==> src/rtl/shadow_pkg.sv <==
package shadow_pkg;
  // Strobes from the control side to the output datapath, all active high.
  typedef struct packed {
    logic romRd;    // ROM drives the bus
    logic ramRd;    // RAM drives the bus
    logic ramWr;    // RAM latches the bus
    logic waitHold; // stretch the current cycle
  } strobeT;
endpackage

==> src/rtl/shadow_ctl_fsm.sv <==
module shadow_ctl_fsm
  import shadow_pkg::*;
#(
  parameter int ADDR_W = 16
) (
  input  logic              clk,
  input  logic              rstN,
  input  logic [ADDR_W-1:0] addr,
  input  logic              inWin,
  input  logic              ctlHit,
  input  logic              rdAct,
  input  logic              wrAct,
  input  logic              ctlData,
  output strobeT            strb,
  output logic              modeRun
);
  logic              waitQ;     // wait state already served
  logic [ADDR_W-1:0] heldQ;     // address the wait state was served for
  logic              pendQ;     // mode write waiting for an idle bus
  logic              pendBitQ;
  logic              copyRd;
  logic              waitDone;
  logic              busIdle;

  assign copyRd   = inWin & rdAct & ~modeRun;
  assign waitDone = waitQ & (heldQ == addr);
  assign busIdle  = ~rdAct & ~wrAct;

  always_ff @(posedge clk or negedge rstN) begin
    if (!rstN) begin
      waitQ    <= 1'b0;
      heldQ    <= '0;
      pendQ    <= 1'b0;
      pendBitQ <= 1'b0;
      modeRun  <= 1'b0;
    end else begin
      waitQ <= copyRd;
      if (copyRd) heldQ <= addr;
      if (ctlHit && wrAct) begin
        pendQ    <= 1'b1;
        pendBitQ <= ctlData;
      end else if (busIdle && pendQ) begin
        modeRun <= pendBitQ;
        pendQ   <= 1'b0;
      end
    end
  end

  always_comb begin
    strb.romRd    = copyRd;
    strb.ramRd    = inWin & rdAct & modeRun;
    strb.ramWr    = modeRun ? (inWin & wrAct) : (copyRd & waitDone);
    strb.waitHold = copyRd & ~waitDone;
  end
endmodule

==> src/rtl/shadow_strobe_path.sv <==
module shadow_strobe_path
  import shadow_pkg::*;
#(
  parameter int              ADDR_W   = 16,
  parameter logic [ADDR_W-1:0] WIN_BASE = '0,
  parameter int unsigned     WIN_SIZE = 16384,
  parameter logic [ADDR_W-1:0] CTL_ADDR = '1
) (
  input  logic [ADDR_W-1:0] addr,
  input  logic              rdN,
  input  logic              wrN,
  input  strobeT            strb,
  output logic              inWin,
  output logic              ctlHit,
  output logic              rdAct,
  output logic              wrAct,
  output logic              romOeN,
  output logic              ramOeN,
  output logic              ramWeN,
  output logic              waitReq
);
  localparam logic [ADDR_W:0] WIN_END = (ADDR_W+1)'(WIN_BASE) + (ADDR_W+1)'(WIN_SIZE);

  logic belowEnd;
  assign belowEnd = {1'b0, addr} < WIN_END;

  generate
    if (WIN_BASE == '0) begin : g_base_zero
      assign inWin = belowEnd;
    end else begin : g_base_any
      assign inWin = (addr >= WIN_BASE) & belowEnd;
    end
  endgenerate

  assign ctlHit = (addr == CTL_ADDR);
  assign rdAct  = ~rdN;
  assign wrAct  = ~wrN;

  assign romOeN  = ~strb.romRd;
  assign ramOeN  = ~strb.ramRd;
  assign ramWeN  = ~strb.ramWr;
  assign waitReq = strb.waitHold;
endmodule

==> src/rtl/shadow_boot_ctl.sv <==
module shadow_boot_ctl
  import shadow_pkg::*;
#(
  parameter int                ADDR_W   = 16,
  parameter logic [ADDR_W-1:0] WIN_BASE = '0,
  parameter int unsigned       WIN_SIZE = 16384,
  parameter logic [ADDR_W-1:0] CTL_ADDR = '1
) (
  input  logic              clk,
  input  logic              rstN,
  input  logic [ADDR_W-1:0] addr,
  input  logic              rdN,
  input  logic              wrN,
  input  logic              ctlData,
  output logic              romOeN,
  output logic              ramOeN,
  output logic              ramWeN,
  output logic              waitReq
);
  strobeT strb;
  logic   inWin, ctlHit, rdAct, wrAct, modeRun;

  shadow_strobe_path #(
    .ADDR_W(ADDR_W), .WIN_BASE(WIN_BASE), .WIN_SIZE(WIN_SIZE), .CTL_ADDR(CTL_ADDR)
  ) path_i (
    .addr(addr), .rdN(rdN), .wrN(wrN), .strb(strb),
    .inWin(inWin), .ctlHit(ctlHit), .rdAct(rdAct), .wrAct(wrAct),
    .romOeN(romOeN), .ramOeN(ramOeN), .ramWeN(ramWeN), .waitReq(waitReq)
  );

  shadow_ctl_fsm #(.ADDR_W(ADDR_W)) ctl_i (
    .clk(clk), .rstN(rstN), .addr(addr), .inWin(inWin), .ctlHit(ctlHit),
    .rdAct(rdAct), .wrAct(wrAct), .ctlData(ctlData), .strb(strb), .modeRun(modeRun)
  );
endmodule

==> config.mk <==
export PLATFORM = sky130hd
export DESIGN_NAME = shadow_boot_ctl
export DESIGN_NICKNAME = d
export VERILOG_FILES = /design/src/rtl/shadow_pkg.sv /design/src/rtl/shadow_ctl_fsm.sv /design/src/rtl/shadow_strobe_path.sv /design/src/rtl/shadow_boot_ctl.sv
export SDC_FILE = /design/constraint.sdc
export NUM_CORES = 1
export LEC_CHECK = 0
export BUFFER_PORTS_ARGS = -buffer_cell sky130_fd_sc_hd__buf_2
export CAP_MARGIN = 15
export CORE_ASPECT_RATIO = 0.75
export CORE_UTILIZATION = 51
export DETAILED_ROUTE_END_ITERATION = 10
export HOLD_SLACK_MARGIN = 0.02
export PLACE_DENSITY = 0.77
export SLEW_MARGIN = 5
export SYNTH_ARGS = -nofsm -noshare
export SYNTH_HDL_FRONTEND = slang
export SYNTH_HIERARCHICAL = 1
export SYNTH_SLANG_ARGS = --single-unit
==> constraint.sdc <==
create_clock -name clk -period 1.67 [get_ports clk]
set_clock_uncertainty 0.1 [all_clocks]
set_input_delay 0.0835 -clock clk [delete_from_list [all_inputs] [get_ports clk]]
set_output_delay 0.0835 -clock clk [all_outputs]
set_load 0.03 [all_outputs]
==> impl_metrics.yaml, run 1 <==
clock_network:
  cts_buffer_depth: 2
  cts_root_buffer: "clkbuf_4"
  clk-insertion-delay-late_ns: 0.31
  h-tree-depth: 1
  clk_pin_slew_ns: 0.11
  cts_tree: "yes"
  cts_sinks: 20
  numCtsBuffers: 3
setup_path:
  worstPathMaxFanout: 3
  worstPathArrival_ns: 1.91
  endpoint_kind: "output pin"
  critPathKind: "reg -> out"
  start_kind: "register"
  critPathRequiredTime_ns: 1.49
placed_design:
  io_buffer_count: 24
  place_hpwl_mm: 1.69
  gp_congestion: 0.839
finish:
  area_growth_pct: 46.9
  diodes: 0
  final_common_cell: "nand2_1"
  most-common-layout-cells: "nand2_1, buf_2, dfrtp_1, dlygate4sd3_1, buf_4"
  fillerInstances: 102
  final_util: 0.839
  nets: 197
  drive_above_1_share: 0.276
routing:
  num_vias: 1119
  first_pass_iters: 4
  wirelength_mm: 3.48
  wl_per_cell_um: 17.8
  viasPerCell: 5.71
  drc: 0
  drt-initial-drc-count: 45
  ant_nets: 0
run_status:
  status: "finished with violations"
  violations: "negative setup slack"
synthesis:
  synth.largest_area_cell: "dfrtp_1"
  synth_warnings: 6
  syn_inst: 123
  synth_top_area_frac: 0.481
  synth_area_leaders: "dfrtp_1, nand2_1, xor2_1"
  yosysSeqAreaShare: 0.481
  synth_seq_cells: 20
  syn-cell-area_um2: 1040
  avgSynthCellArea_um2: 8.46
  syn_nets: 144
  synthDistinctLibCells: 25
floorplan:
  die_y_um: 41.1
  pin_count: 25
  die_w_um: 54.2
  placeableCoreArea_um2: 1820
  rows: 13
  floorplan.initialDensity: 0.571
  die_area_um2: 2230
power:
  vdd_ir_drop_max_mv: 0.598
  power.total_uw: 1140
  power.leakage_uw: 0.000766
  p_per_area_nw_per_um2: 743
global_routing:
  grt_pass1_vias: 989
  antenna_found_initial: 0
  grt_max_degree: 22
  grt_pass1_wl_mm: 4.42
  grtUsageTotal: 0.300
  overflow: 0
timing:
  fmax_ghz: 0.477
  rsz0062_at_grt: "true"
  slew_headroom: 0.687
  slew_viol_final: 0
  worstMarginPinSlew_ns: 0.469
  setup_violations: 2
  post-route-period-util: 1.25
  setup_slack_ns: -0.424
  finalHoldViolations: 0
  layout_min_cycle_time_ns: 2.09
hold_path:
  hp-class: "in -> reg"
run:
  max_cap_viol_count: 0
sequential cells by signal, indices dropped and copies added, names as in the netlist:
signal / cells
ctl_i/modeRun: 1
ctl_i/waitQ: 1
ctl_i/heldQ: 16
ctl_i/pendQ: 1
ctl_i/pendBitQ: 1
per-stage QoR:
step / hold slack [ns] / setup slack (ns) / instances / area, um^2 / TNS [ns]
CTS: 0.0584 / -0.282 / 194 / 1450 / -0.377
global route: 0.0978 / -0.532 / 196 / 1530 / -0.887
global placement: -0.0416 / 0.0118 / 170 / 1210 / 0
finish: 0.0801 / -0.424 / 196 / 1530 / -0.716
detailed placement: -0.0419 / -0.0252 / 170 / 1210 / -0.0252
floorplan: -0.312 / 0.0972 / 123 / 1040 / 0
cells in the mapped netlist, drive strengths merged:
| master | number |
|---|---|
| xnor2 | 6 |
| and3 | 1 |
| nand4 | 5 |
| nand2 | 46 |
| nand2b | 2 |
| o21ai | 4 |
| or4 | 1 |
| a21oi | 1 |
| inv | 9 |
| a222oi | 1 |
| a41oi | 1 |
| buf | 3 |
| or2 | 1 |
| nor2 | 4 |
| mux2 | 2 |
| nor3 | 2 |
| dfrtp | 20 |
| o2111ai | 1 |
| nand3 | 2 |
| xor2 | 7 |
| nor4 | 2 |
| clkbuf | 2 |
kinds of logic after synthesis:
family / share of synthesized area
buf+inv: 0.0589
flops: 0.481
simple gates: 0.279
compound gates: 0.0505
xor+xnor: 0.109
mux: 0.0216
worst max-delay path: stages, from the launching register on:
cell	delay [ns]
dfrtp_1	0.43
nand2b_4	0.17
o2111ai_4	0.13
or4_4	0.53
o21ai_2	0.14
inv_1	0.06
buf_6	0.13
timing repair:
item | in CTS | in global routing
gates cloned | 0 | 0
setup endpoints to repair | 3 | 3
gates resized for setup | 5 | 13
setup buffers | 1 | 2
pin swaps | 0 | 3
endpoints found under the hold margin | 38 | 0
hold buffers | 20 | 0
path summary, 6_finish.rpt:
| check | start | to | slack, ns | cells past startpoint |
|---|---|---|---|---|
| min | wrN | ctl_i/pendBitQ$_DFFE_PN0P_ | 0.08 | 4 |
| max in group asynchronous | rstN | ctl_i/heldQ[2]$_DFFE_PN0P_ | 1.00 | 2 |
| min in group asynchronous | rstN | ctl_i/heldQ[10]$_DFFE_PN0P_ | 0.14 | 2 |
| min reg2reg | ctl_i/heldQ[9]$_DFFE_PN0P_ | ctl_i/heldQ[9]$_DFFE_PN0P_ | 0.41 | 2 |
| max reg2reg | ctl_i/modeRun$_DFFE_PN0P_ | ctl_i/heldQ[14]$_DFFE_PN0P_ | 0.29 | 6 |
| max | ctl_i/heldQ[10]$_DFFE_PN0P_ | ramWeN | -0.42 | 6 |
metal layers:
| layer | vias to the layer above | part of all wire | track usage | wire length [um] |
|---|---|---|---|---|
| met5 | - | 0 | 0 | 0 |
| met4 | 0 | 0.029 | 0.115 | 102 |
| met3 | 12 | 0.066 | 0.0852 | 229 |
| met2 | 59 | 0.49 | 0.494 | 1720 |
| met1 | 548 | 0.41 | 0.377 | 1430 |
| li1 | 500 | - | - | - |
cell type report:
| cell class | count | area, um^2 | share of cell area |
|---|---|---|---|
| multi-input cells | 89 | 536 | 0.350 |
| flip-flops and latches | 20 | 500 | 0.327 |
| repair buffers | 53 | 407 | 0.266 |
| inverters | 9 | 36.3 | 0.0237 |
| well taps | 22 | 27.5 | 0.0180 |
| clock buffers | 3 | 22.5 | 0.0147 |
power breakdown:
| group | leakage, uW | switching (uW) | total (uW) | internal, uW |
|---|---|---|---|---|
| sequential | 0.000255 | 54.8 | 601 | 547 |
| combinational | 0.000498 | 156 | 299 | 143 |
| clock | 0.0000138 | 151 | 235 | 84.4 |
Note: power is estimated with default switching activity, not from simulation.
==> run 2, diff against run 1 <==
--- a/config.mk
+++ b/config.mk
@@ -13,3 +13,3 @@
 export HOLD_SLACK_MARGIN = 0.02
-export PLACE_DENSITY = 0.77
+export PLACE_DENSITY = 0.85
 export SLEW_MARGIN = 5
==> constraint.sdc (replaced) <==
create_clock -name clk -period 1.67 [get_ports clk]
set_clock_uncertainty 0.1 [all_clocks]
set_input_delay 0.167 -clock clk [delete_from_list [all_inputs] [get_ports clk]]
set_output_delay 0.167 -clock clk [all_outputs]
set_load 0.03 [all_outputs]
==> impl_metrics.yaml, run 2 (synthesized netlist as in run 1, its figures left out) <==
run:
  max_cap_viol_count: 0
routing:
  wirelength_mm: 3.27
  drc: 0
  first_pass_iters: 4
  drt-initial-drc-count: 60
  num_vias: 1068
  wl_per_cell_um: 17.0
  viasPerCell: 5.56
  ant_nets: 0
clock_network:
  clk-insertion-delay-late_ns: 0.31
  numCtsBuffers: 3
  clk_pin_slew_ns: 0.12
  h-tree-depth: 1
  cts_buffer_depth: 2
  cts_sinks: 20
  cts_tree: "yes"
  cts_root_buffer: "clkbuf_4"
timing:
  fmax_ghz: 0.452
  worstMarginPinSlew_ns: 0.452
  post-route-period-util: 1.32
  layout_min_cycle_time_ns: 2.21
  setup_violations: 2
  whs_ns: 0.0549
  rsz0062_at_grt: "true"
  finalHoldViolations: 0
  slew_headroom: 0.699
  slew_viol_final: 0
  setup_slack_ns: -0.542
global_routing:
  grt_max_degree: 22
  met1_usage: 0.351
  grtUsageMet3: 0.0741
  grt_pass1_wl_mm: 4.17
  grt_util_met2: 0.491
  grt_pass1_vias: 909
  gr-max-usage-layer: "met2"
  grtUsageTotal: 0.283
  antenna_found_initial: 0
  overflow: 0
hold_path:
  min_from: "addr[1]"
  hp-class: "in -> reg"
floorplan:
  die_w_um: 54.2
  pin_count: 25
  placeableCoreArea_um2: 1820
  rows: 13
  die_area_um2: 2230
  floorplan.initialDensity: 0.571
  die_y_um: 41.1
setup_path:
  cp.depth: 7
  cpMaxStageDelayCell: "dfrtp_1"
  path_buf_inv: 3
  endpoint_kind: "output pin"
  rrSetupSlack_ns: 0.28
  start_kind: "register"
  cpPeakStageDelay_ns: 0.42
  critPathRequiredTime_ns: 1.40
  critPathKind: "reg -> out"
  crit_family: "simple AND/OR/NAND/NOR gates"
  reg2regPathDepth: 6
  reg2reg_to: "ctl_i/heldQ[7]$_DFFE_PN0P_"
  r2r_start: "ctl_i/modeRun$_DFFE_PN0P_"
  crit_path_cell_trace: "xor2_1 -> nor4_1 -> buf_4 -> nand3_1 -> o21ai_1 -> inv_1 -> buf_6"
  worstPathArrival_ns: 1.94
  endpoint: "ramWeN"
  worstPathMaxFanout: 2
  crit_start: "ctl_i/heldQ[2]$_DFFE_PN0P_"
placed_design:
  io_buffer_count: 24
  gp_congestion: 0.762
  place_hpwl_mm: 1.87
finish:
  most-common-layout-cells: "nand2_1, buf_2, dfrtp_1"
  largest-register: "ctl_i/heldQ"
  fillerInstances: 115
  largest_reg_flops: 16
  nets: 192
  diodes: 0
  drive_above_1_share: 0.276
  area_growth_pct: 41.9
  final_common_cell: "nand2_1"
  final_util: 0.811
power:
  power.leakage_uw: 0.000751
  p_per_area_nw_per_um2: 877
  vdd_ir_drop_max_mv: 0.763
run_status:
  status: "finished with violations"
  violations: "negative setup slack"
run 2: final cells by class:
| cell class | count | area [um^2] | share of cell area |
|---|---|---|---|
| well taps | 22 | 27.5 | 0.0186 |
| flip-flops and latches | 20 | 500 | 0.339 |
| multi-input cells | 89 | 493 | 0.334 |
| clock buffers | 3 | 22.5 | 0.0152 |
| inverters | 9 | 33.8 | 0.0229 |
| repair buffers | 48 | 370 | 0.251 |
| clock inverters | 1 | 30.0 | 0.0203 |
run 2: layer usage:
metal	part of all wire	routed length, um
met1	0.38	1240
met5	0	0
met2	0.49	1600
met3	0.092	302
met4	0.039	129
run 2: power by group:
part / switching (uW) / internal, uW
Sequential: 48.7 / 547
Clock: 159 / 243
Combinational: 153 / 146
run 2: how the worst min path moves through the flow:
stage	endpoint	cells after the start
global placement	ctl_i/heldQ[10]$_DFFE_PN0P_	1
global route	ctl_i/heldQ[1]$_DFFE_PN0P_	3
detailed placement	ctl_i/pendQ$_DFFE_PN0P_	1
finish	ctl_i/heldQ[1]$_DFFE_PN0P_	3
floorplan	ctl_i/heldQ[0]$_DFFE_PN0P_	0
CTS	ctl_i/heldQ[1]$_DFFE_PN0P_	3
run 2: what timing repair did:
action                                  in CTS  in global routing
hold endpoints to repair                    31                  0
resized for setup                            7                  4
endpoints found under the setup margin       3                  3
pin swaps                                    1                  1
buffers inserted                             1                  0
hold buffers                                12                  0
gates cloned                                 0                  1
run 2: worst reg2reg max path, cell delays in order, from the launching register on:
cell and delay (ns):
dfrtp_1 0.40, or2_4 0.26, buf_8 0.15, inv_2 0.06, buf_4 0.20, nand2_1 0.10, nand2_1 0.07
run 2: stage by stage:
| step | area, um^2 | setup TNS, ns | cells | worst slack [ns] | power (uW) |
|---|---|---|---|---|---|
| final | 1480 | -0.992 | 192 | -0.542 | 1300 |
| after CTS | 1440 | -0.737 | 191 | -0.404 | 1270 |
| after global routing | 1480 | -1.09 | 192 | -0.635 | 1340 |
| after detailed placement | 1240 | -0.205 | 174 | -0.205 | 838 |
| after global placement | 1240 | -0.174 | 174 | -0.174 | 817 |
| after floorplan | 1040 | 0 | 123 | 0.0137 | 726 |
==> run 3, diff against run 2 <==
Settings changed: PLACE_DENSITY 0.85 to unset, PLACE_DENSITY_LB_ADDON set to 0.25.
==> impl_metrics.yaml, run 3 (synthesized netlist as in run 1, its figures left out) <==
setup_path:
  critPathKind: "reg -> out"
  endpoint_kind: "output pin"
  r2r_start: "ctl_i/modeRun$_DFFE_PN0P_"
  worstPathMaxFanout: 2
  reg2regPathDepth: 5
  path_buf_inv: 2
  rrSetupSlack_ns: 0.32
  cpPeakStageDelay_ns: 0.51
  worstPathArrival_ns: 1.80
  reg2reg_to: "ctl_i/heldQ[13]$_DFFE_PN0P_"
  start_kind: "register"
  critPathRequiredTime_ns: 1.40
  cpMaxStageDelayCell: "or4_1"
  crit_family: "simple AND/OR/NAND/NOR gates"
  crit_path_cell_trace: "or2_1 -> or4_1 -> o21ai_1 -> inv_1 -> buf_6"
routing:
  first_pass_iters: 4
  drt-initial-drc-count: 26
  drc: 0
  m1WireLength_mm: 1.15
  wl_met3_um: 189
  ant_nets: 0
  num_vias: 1010
  top_layer_used: "met4"
  wl_per_cell_um: 13.4
  wirelength_mm: 2.58
  viasPerCell: 5.26
  wl_met2_mm: 1.19
timing:
  setup_slack_ns: -0.393
  worstMarginPinSlew_ns: 0.454
  slew_headroom: 0.697
  whs_ns: 0.0618
  tns_ns: -0.759
  rsz0062_at_grt: "true"
  layout_min_cycle_time_ns: 2.06
  fmax_ghz: 0.485
  finalHoldViolations: 0
  setup_violations: 2
  post-route-period-util: 1.24
  slew_viol_final: 0
clock_network:
  clk_pin_slew_ns: 0.11
  numCtsBuffers: 3
  clk-insertion-delay-late_ns: 0.30
  cts_buffer_depth: 2
  cts_sinks: 20
  cts_tree: "yes"
  cts_root_buffer: "clkbuf_4"
  h-tree-depth: 1
finish:
  most-common-layout-cells: "nand2_1, buf_2, dfrtp_1"
  nets: 192
  largest-register: "ctl_i/heldQ"
  fillerInstances: 118
  largest_reg_flops: 16
  diodes: 0
  final_common_cell: "nand2_1"
  drive_above_1_share: 0.271
  area_growth_pct: 38.5
  multi_input_area_um2: 492
  final_util: 0.791
  register_area_um2: 500
floorplan:
  pin_count: 25
  rows: 13
  die_w_um: 54.2
  floorplan.initialDensity: 0.571
  die_area_um2: 2230
  placeableCoreArea_um2: 1820
  die_y_um: 41.1
placed_design:
  place_hpwl_mm: 1.64
  gp_congestion: 0.837
  place_ws_ns: -0.159
  io_buffer_count: 24
power:
  power.total_uw: 1140
  vdd_ir_drop_max_mv: 0.773
  p_per_area_nw_per_um2: 794
  power.leakage_uw: 0.000730
global_routing:
  grt_max_degree: 21
  antenna_found_initial: 0
  grt_pass1_vias: 852
  grtUsageTotal: 0.260
  grt_pass1_wl_mm: 3.91
  overflow: 0
hold_path:
  min_to: "ctl_i/heldQ[10]$_DFFE_PN0P_"
  min_from: "addr[10]"
  min_path_cells: 3
  hp-class: "in -> reg"
run_status:
  violations: "negative setup slack"
  status: "finished with violations"
run:
  max_cap_viol_count: 0
-- run 3: timing repair --
item,in CTS,in global routing
cloned,1,0
endpoints found under the setup margin,3,3
setup buffers,1,2
pin swaps,2,1
hold buffers,12,1
endpoints found under the hold margin,32,1
resized for setup,12,2
-- run 3: routing by layer --
| metal | track usage | vias to the layer above |
|---|---|---|
| met5 | 0 | - |
| met4 | 0.0769 | 0 |
| met3 | 0.0741 | 6 |
| met2 | 0.427 | 40 |
| met1 | 0.335 | 474 |
| li1 | - | 490 |
-- run 3: layout make-up --
cell class                 instances  share of cell area
timing repair buffer              48               0.242
inverter                           9              0.0252
clock buffer                       4              0.0252
sequential                        20               0.347
tap                               22              0.0191
multi-input combinational         89               0.341
-- run 3: report_power, final --
group          switching [uW]  internal, uW
sequential               45.8           547
combinational             137           136
clock                     146           133
-- run 3: worst max-delay path by stage --
stage                                           start     end  slack [ns]  cells after the start
after detailed placement                     addr[15]  ramWeN       -0.16                      8
after CTS                 ctl_i/heldQ[11]$_DFFE_PN0P_  ramWeN       -0.37                      6
after floorplan             ctl_i/modeRun$_DFFE_PN0P_  ramWeN        0.01                      4
after global placement                       addr[15]  ramWeN       -0.13                      8
final                       ctl_i/modeRun$_DFFE_PN0P_  ramWeN       -0.39                      5
after global routing      ctl_i/heldQ[11]$_DFFE_PN0P_  ramWeN       -0.52                      6
-- run 3: worst reg2reg max path: stages, from the launching register on --
cell,delay [ns]
dfrtp_1,0.40
or2_1,0.25
buf_6,0.16
buf_2,0.20
nand2_1,0.10
nand2_1,0.06
-- run 3: metrics by stage --
stage                     area (um^2)  std cells
after floorplan                  1040        123
after global placement           1230        173
after detailed placement         1230        173
after CTS                        1430        191
after global routing             1440        192
final                            1440        192
